`config.mk`:
```
export PLATFORM = sky130hd
export DESIGN_NAME = rtc_bcd_calendar
export DESIGN_NICKNAME = d
export VERILOG_FILES = /design/src/rtl/rtc_pkg.sv /design/src/rtl/rtc_tick_div.sv /design/src/rtl/bcd_mod_cnt.sv /design/src/rtl/rtc_hour_cnt.sv /design/src/rtl/rtc_bcd_calendar.sv
export SDC_FILE = /design/constraint.sdc
export NUM_CORES = 1
export LEC_CHECK = 0
export ABC_AREA = 1
export BUFFER_PORTS_ARGS = -buffer_cell sky130_fd_sc_hd__buf_2
export CORE_ASPECT_RATIO = 0.7
export CORE_MARGIN = 10
export CORE_UTILIZATION = 51
export DETAILED_ROUTE_END_ITERATION = 16
export GPL_TIMING_DRIVEN = 0
export PLACE_DENSITY_LB_ADDON = 0.1
export SYNTH_ARGS = -nofsm -noshare
export SYNTH_HDL_FRONTEND = slang
export SYNTH_SLANG_ARGS = --single-unit
```
`constraint.sdc`:
```
create_clock -name clk -period 7.5 [get_ports clk]
set_input_delay 1.125 -clock clk [delete_from_list [all_inputs] [get_ports clk]]
set_output_delay 1.125 -clock clk [all_outputs]
set_load 0.05 [all_outputs]
```
`src/rtl/rtc_pkg.sv`:
```
package rtc_pkg;

  localparam logic [7:0] CENT_RESET = 8'h20;

  // Increment a packed BCD byte (valid input assumed; low digit 9 carries).
  function automatic logic [7:0] bcd_inc8(input logic [7:0] v);
    logic [7:0] r;
    if (v[3:0] >= 4'd9) r = {v[7:4] + 4'd1, 4'h0};
    else                r = v + 8'd1;
    return r;
  endfunction

  // Leap test on a BCD year: decimal value divisible by four.
  function automatic logic bcd_leap(input logic [7:0] yr);
    logic lp;
    if (yr[4]) lp = (yr[3:0] == 4'd2) || (yr[3:0] == 4'd6);
    else       lp = (yr[3:0] == 4'd0) || (yr[3:0] == 4'd4) || (yr[3:0] == 4'd8);
    return lp;
  endfunction

  // Last date of a month, as BCD.
  function automatic logic [7:0] month_last(input logic [7:0] mon, input logic [7:0] yr);
    logic [7:0] d;
    case (mon)
      8'h02:                      d = bcd_leap(yr) ? 8'h29 : 8'h28;
      8'h04, 8'h06, 8'h09, 8'h11: d = 8'h30;
      default:                    d = 8'h31;
    endcase
    return d;
  endfunction

endpackage

```
`src/rtl/rtc_tick_div.sv`:
```
module rtc_tick_div #(
  parameter int DIV = 32768
) (
  input  logic clk,
  input  logic rst,
  input  logic tick_i,
  input  logic load_i,
  output logic sec_pulse_o
);
  localparam int CW = (DIV > 1) ? $clog2(DIV) : 1;
  localparam logic [CW-1:0] LAST = CW'(DIV - 1);

  logic [CW-1:0] cnt_q;

  assign sec_pulse_o = tick_i && !load_i && (cnt_q == LAST);

  always_ff @(posedge clk) begin
    if (rst || load_i)     cnt_q <= '0;
    else if (tick_i)       cnt_q <= (cnt_q == LAST) ? '0 : cnt_q + 1'b1;
  end

  AST_LOAD_RESTART: assert property (@(posedge clk) disable iff (rst)
    load_i |=> (cnt_q == '0));
  AST_IDLE_HOLD: assert property (@(posedge clk) disable iff (rst)
    (!tick_i && !load_i) |=> $stable(cnt_q));
  AST_CNT_BOUND: assert property (@(posedge clk) disable iff (rst)
    (cnt_q == LAST && tick_i && !load_i) |=> (cnt_q == '0));

endmodule

```
`src/rtl/bcd_mod_cnt.sv`:
```
module bcd_mod_cnt #(
  parameter logic [7:0] LO = 8'h00,
  parameter logic [7:0] HI = 8'h59
) (
  input  logic       clk,
  input  logic       rst,
  input  logic       inc_i,
  input  logic       load_i,
  input  logic [7:0] load_val_i,
  output logic [7:0] q_o,
  output logic       wrap_o
);
  import rtc_pkg::*;

  assign wrap_o = inc_i && !load_i && (q_o >= HI);

  always_ff @(posedge clk) begin
    if (rst)         q_o <= 8'h00;
    else if (load_i) q_o <= load_val_i;
    else if (inc_i)  q_o <= (q_o >= HI) ? LO : bcd_inc8(q_o);
  end

  AST_WRAP_TO_LO: assert property (@(posedge clk) disable iff (rst)
    (inc_i && !load_i && q_o >= HI) |=> (q_o == LO));
  AST_HOLD_IDLE: assert property (@(posedge clk) disable iff (rst)
    (!inc_i && !load_i) |=> $stable(q_o));

endmodule

```
`src/rtl/rtc_hour_cnt.sv`:
```
module rtc_hour_cnt (
  input  logic       clk,
  input  logic       rst,
  input  logic       inc_i,
  input  logic       load_i,
  input  logic [7:0] load_val_i,
  output logic [7:0] q_o,
  output logic       day_o
);
  import rtc_pkg::*;

  logic       fmt12, pm;
  logic [7:0] inc24, inc12, nxt;
  logic       day_raw;

  assign fmt12 = q_o[7];
  assign pm    = q_o[5];
  assign inc24 = bcd_inc8({2'b00, q_o[5:0]});
  assign inc12 = bcd_inc8({3'b000, q_o[4:0]});

  always_comb begin
    nxt     = q_o;
    day_raw = 1'b0;
    if (!fmt12) begin
      if (q_o[5:0] >= 6'h23) begin
        nxt     = 8'h00;
        day_raw = 1'b1;
      end else begin
        nxt = inc24 & 8'h3F;
      end
    end else begin
      if (q_o[4:0] == 5'h11) begin
        nxt     = {1'b1, 1'b0, ~pm, 5'h12};
        day_raw = pm;
      end else if (q_o[4:0] >= 5'h12 || q_o[4:0] == 5'h00) begin
        nxt = {1'b1, 1'b0, pm, 5'h01};
      end else begin
        nxt = 8'h80 | {2'b00, pm, 5'b00000} | (inc12 & 8'h1F);
      end
    end
  end

  assign day_o = inc_i && !load_i && day_raw;

  always_ff @(posedge clk) begin
    if (rst)         q_o <= 8'h00;
    else if (load_i) q_o <= load_val_i;
    else if (inc_i)  q_o <= nxt;
  end

  AST_MIDNIGHT_24: assert property (@(posedge clk) disable iff (rst)
    (inc_i && !load_i && !q_o[7] && q_o[5:0] == 6'h23) |=> (q_o == 8'h00));
  AST_PM_FLIP: assert property (@(posedge clk) disable iff (rst)
    (inc_i && !load_i && q_o[7] && q_o[4:0] == 5'h11) |=> (q_o[5] != $past(q_o[5])));
  AST_FORMAT_KEPT: assert property (@(posedge clk) disable iff (rst)
    (inc_i && !load_i) |=> (q_o[7] == $past(q_o[7])));

endmodule

```
`src/rtl/rtc_bcd_calendar.sv`:
```
module rtc_bcd_calendar #(
  parameter int TICK_DIV = 32768
) (
  input  logic       clk,
  input  logic       rst,
  input  logic       tick_i,
  input  logic       load_i,
  input  logic [7:0] ld_sec_i,
  input  logic [7:0] ld_min_i,
  input  logic [7:0] ld_hour_i,
  input  logic [7:0] ld_date_i,
  input  logic [7:0] ld_month_i,
  input  logic [7:0] ld_year_i,
  input  logic [2:0] ld_dow_i,
  input  logic [7:0] ld_cent_i,
  output logic [7:0] sec_o,
  output logic [7:0] min_o,
  output logic [7:0] hour_o,
  output logic [7:0] date_o,
  output logic [7:0] month_o,
  output logic [7:0] year_o,
  output logic [2:0] dow_o,
  output logic [7:0] cent_o
);
  import rtc_pkg::*;

  logic       sec_pulse, sec_wrap, min_wrap, day_inc, mon_wrap, yr_wrap;
  logic       date_wrap;
  logic [7:0] last_day, date_nxt;

  rtc_tick_div #(.DIV(TICK_DIV)) u_div (
    .clk(clk), .rst(rst), .tick_i(tick_i), .load_i(load_i), .sec_pulse_o(sec_pulse));

  bcd_mod_cnt #(.LO(8'h00), .HI(8'h59)) u_sec (
    .clk(clk), .rst(rst), .inc_i(sec_pulse), .load_i(load_i),
    .load_val_i(ld_sec_i), .q_o(sec_o), .wrap_o(sec_wrap));

  bcd_mod_cnt #(.LO(8'h00), .HI(8'h59)) u_min (
    .clk(clk), .rst(rst), .inc_i(sec_wrap), .load_i(load_i),
    .load_val_i(ld_min_i), .q_o(min_o), .wrap_o(min_wrap));

  rtc_hour_cnt u_hour (
    .clk(clk), .rst(rst), .inc_i(min_wrap), .load_i(load_i),
    .load_val_i(ld_hour_i), .q_o(hour_o), .day_o(day_inc));

  always_comb begin
    last_day  = month_last(month_o, year_o);
    date_wrap = day_inc && (date_o >= last_day);
    date_nxt  = (date_o >= last_day) ? 8'h01 : bcd_inc8(date_o);
  end

  bcd_mod_cnt #(.LO(8'h01), .HI(8'h12)) u_month (
    .clk(clk), .rst(rst), .inc_i(date_wrap), .load_i(load_i),
    .load_val_i(ld_month_i), .q_o(month_o), .wrap_o(mon_wrap));

  bcd_mod_cnt #(.LO(8'h00), .HI(8'h99)) u_year (
    .clk(clk), .rst(rst), .inc_i(mon_wrap), .load_i(load_i),
    .load_val_i(ld_year_i), .q_o(year_o), .wrap_o(yr_wrap));

  always_ff @(posedge clk) begin
    if (rst) begin
      date_o <= 8'h00;
      dow_o  <= 3'd0;
      cent_o <= CENT_RESET;
    end else if (load_i) begin
      date_o <= ld_date_i;
      dow_o  <= ld_dow_i;
      cent_o <= ld_cent_i;
    end else begin
      if (day_inc) begin
        date_o <= date_nxt;
        dow_o  <= (dow_o >= 3'd6) ? 3'd0 : dow_o + 3'd1;
      end
      if (yr_wrap) cent_o <= CENT_RESET;
    end
  end

  AST_DATE_NONZERO: assert property (@(posedge clk) disable iff (rst)
    (day_inc && !load_i) |=> (date_o != 8'h00));
  AST_LEAP_Y00: assert property (@(posedge clk) disable iff (rst)
    (day_inc && !load_i && month_o == 8'h02 && date_o == 8'h28 && year_o == 8'h00)
    |=> (date_o == 8'h29));
  AST_DOW_WRAP: assert property (@(posedge clk) disable iff (rst)
    (day_inc && !load_i && dow_o == 3'd6) |=> (dow_o == 3'd0));
  AST_CENT_STEP: assert property (@(posedge clk) disable iff (rst)
    (yr_wrap && !load_i) |=> (cent_o == 8'h20 && year_o == 8'h00));
  AST_LOAD_ALL: assert property (@(posedge clk) disable iff (rst)
    load_i |=> (sec_o == $past(ld_sec_i) && cent_o == $past(ld_cent_i)));

endmodule

```
==> run_results.csv <==
group,metric,value,unit
status,outcome,"finished clean",
sta,maxSlewViolCount,0,
die,initial_core_util,0.521,
synthesis,async_flop_share,0,
routing,wl_per_cell,16.1,um
synthesis,yosysUniqueCellTypes,45,
clocking,cts.clk_slew.worst_paths,0.06,ns
global_routing,grt_pass1_wl,25200,um
sta,fin_crit,3.02,ns
placed_design,place_ws,4.49,ns
synthesis,yosys_warnings,0,
routing,drt_first_pass_iters,4,
synthesis,ys_ff_latch,74,
synthesis,syn_avg_cell_area,6.90,um2
synthesis,syn-num-nets,833,
die,die_width,139,um
clocking,cts_buffers,9,
final_layout,nets,963,
global_routing,met2_usage,0.331,
power,p_sw,406,uW
sta,setup_violations,0,
die,rows,30,
synthesis,synth.most_common_cell,"nand2_1",
die,die_h,103,um
worst_setup_path,worst-endpoint-required,7.70,ns
global_routing,grt_usage,0.214,
global_routing,antenna_found_initial,0,
final_layout,areaGrowthSynthToFinish,20.7,%
power,pwr_density_cell,193,nW/um2
routing,wirelength,15900,um
sta,slew_headroom,0.478,
synthesis,synth_common_cells,"171 x nand2_1, 75 x inv_1, 74 x dfxtp_1, 71 x nor2_1, 57 x nand3_1",
die,die_area,14300,um2
synthesis,synth_edf_count,0,
synthesis,ys.flop_type,"dfxtp_1",
global_routing,grt_use_met1,0.281,
synthesis,syn_area,5030,um2
synthesis,synth_top_area_frac,0.295,
routing,drc_errors,0,
clocking,cts_hold_buffers,0,
worst_setup_path,crit_path_end_kind,"register",
sta,finalHoldViolations,0,
power,power.share.sequential,0.382,
routing,drtIter0Drc,343,
global_routing,gr-total-overflow,0,
die,core,9650,um2
sta,timing.final.crit_share,0.402,
routing,ant_nets,0,
power,ir_drop,0.000128,V
global_routing,grt_pass1_vias,5095,
power,intPower,766,uW
clocking,post_cts_buffers,0,
sta,timing.fmax,0.331,GHz
power,switching_share,0.346,
synthesis,synthCells,729,
worst_setup_path,setup.worst_path.start_class,"register",
global_routing,grt_max_degree,12,
clocking,worst_skew_pair.late_latency,0.34,ns
power,combPwrFrac,0.248,
worst_setup_path,cp_max_fo,10,
final_layout,layout-drive-gt1-share,0.219,
synthesis,ys_seq_area_frac,0.295,
sta,rsz0062_at_grt,"no",
power,power_frac_clock,0.370,
worst_setup_path,cp_slowest_cell,"nor3_1",
placed_design,detailed_place_hpwl,12100,um
clocking,clockBufferDepth,2,
routing,via_per_inst,5.42,
final_layout,fillers,899,
routing,num_vias,5373,
worst_setup_path,critPathKind,"reg2reg",
job,cap_violations,0,
worst_setup_path,path_cells,"inv_1 > ha_1 > inv_1 > nor3_1 > inv_1 > ha_1 > nand2_1 > o21ai_0 > nand2_1 > nand3_1 > nand3_4 > nand2_8 > buf_6 > inv_2 > nand2_1 > a21oi_2",
clocking,cts.repair.resized,0,
worst_setup_path,cp_data_arrival_time,3.22,ns
worst_setup_path,max_stage_delay,0.40,ns
sta,clock_skew,0.00632,ns
global_routing,use_met3,0.0644,
hold_path,hold_class,"reg2reg",
die,ioPinCount,122,
placed_design,routabilityCongestion,0.863,
synthesis,synth.area.top_cells,"dfxtp_1 29%, nand2_1 13%, ha_1 10%",
clocking,cts_tree,"yes",
global_routing,busiest_layer,"met2",
sta,tightest_slew,0.783,ns
clocking,htree_levels,3,
sta,finalSetupTns,0,ns
power,leakagePower,2.96,nW
placed_design,io_buffer_count,119,
final_layout,diodes,0,
clocking,cts-root-buf,"clkbuf_16",
synthesis,synth_top_area_cell,"dfxtp_1",
clocking,clock_sinks,74,
sta,fin_ws,4.48,ns
-- placed cells by master, fill, tap and decap left out, types with 3 or more instances in the layout --
cell | synthesis | final
inv_2 | 8 | 8
ha_1 | 41 | 41
nand3_1 | 57 | 57
buf_1 | 5 | 5
nor3_1 | 14 | 14
nand2_1 | 171 | 171
a21oi_1 | 47 | 47
nand2_4 | 4 | 4
buf_2 | 7 | 126
xnor2_1 | 4 | 4
nand2_2 | 9 | 9
a21boi_0 | 5 | 5
xor2_1 | 14 | 14
o21ai_1 | 6 | 6
clkbuf_16 | 0 | 9
a211oi_1 | 5 | 5
clkbuf_1 | 7 | 9
a31oi_1 | 11 | 11
nor2_4 | 3 | 3
nand4_1 | 11 | 11
or2_2 | 3 | 3
nor2_1 | 71 | 71
o21ai_0 | 38 | 38
o211ai_1 | 3 | 3
nor2_2 | 3 | 3
a21oi_2 | 7 | 7
dfxtp_1 | 74 | 74
nand3_4 | 3 | 3
inv_1 | 75 | 75
and3_1 | 3 | 3
-- registers in the layout, indices dropped and copies added, names as in the netlist --
signal	cells
u_hour.q_o	8
dow_o	3
u_month.q_o	8
u_sec.q_o	8
date_o	8
cent_o	8
u_year.q_o	8
u_min.q_o	8
u_div.cnt_q	15
-- through the flow --
stage	power [mW]	utilization	area [um2]	hold slack, ns	std cells
final	1.17	0.629	6070	0.483	991
after global routing	1.22	0.629	6070	0.497	991
after CTS	1.17	0.629	6070	0.481	991
after detailed placement	0.743	0.599	5780	0.473	976
after global placement	0.735	0.599	5780	0.455	976
after floorplan	0.657	-	5030	0.445	729
-- power by group through the flow --
stage / Sequential (mW) / Clock (mW) / Combinational [mW]
after global placement: 0.453 / 0 / 0.282
after global routing: 0.451 / 0.451 / 0.318
after detailed placement: 0.455 / 0 / 0.288
after CTS: 0.446 / 0.436 / 0.290
after floorplan: 0.524 / 0 / 0.133
final: 0.447 / 0.433 / 0.291
-- cell families after synthesis --
kind of cell             Yosys count  synth area share
AND/OR/NAND/NOR                  358             0.331
AO/OA/AOI/OAI                    132             0.154
adder cells (fa/ha/maj)           41             0.102
buffers and inverters            106            0.0871
XOR/XNOR                          18            0.0314
flip-flops                        74             0.295
-- routing by layer --
metal | up-vias | wire length (um)
met1 | 2504 | 7600
met4 | 0 | 182
met5 | - | 0
met3 | 15 | 1270
li1 | 2654 | -
met2 | 200 | 6860
-- area by class of cell --
| type | instances | area, um2 | share of cell area |
|---|---|---|---|
| buffer | 22 | 118 | 0.0194 |
| clock buffer | 12 | 246 | 0.0406 |
| clock inverter | 3 | 40.0 | 0.00660 |
| inverter | 84 | 320 | 0.0528 |
| multi-input combinational | 549 | 3110 | 0.512 |
| sequential | 74 | 1480 | 0.244 |
| tap | 128 | 160 | 0.0264 |
| timing repair buffer | 119 | 596 | 0.0981 |
-- path summary, 6_finish.rpt --
check | start | to | slack (ns) | depth (start not counted)
worst min-delay path | u_div.cnt_q[14] | u_div.cnt_q[14] | 0.48 | 2
worst min register to register | u_div.cnt_q[14] | u_div.cnt_q[14] | 0.48 | 2
worst max-delay path | u_month.q_o[0] | u_month.q_o[6] | 4.48 | 16
worst max register to register | u_month.q_o[0] | u_month.q_o[6] | 4.48 | 16
-- worst max-delay path: cells and delay by family, from the launching register on --
kind            cells  cell delay, ns
simple gates        7            1.22
fa+ha+maj           2            0.51
compound gates      2            0.24
buf+inv             5            0.53
flops               1            0.37
Note: power is estimated with default switching activity, not from simulation.
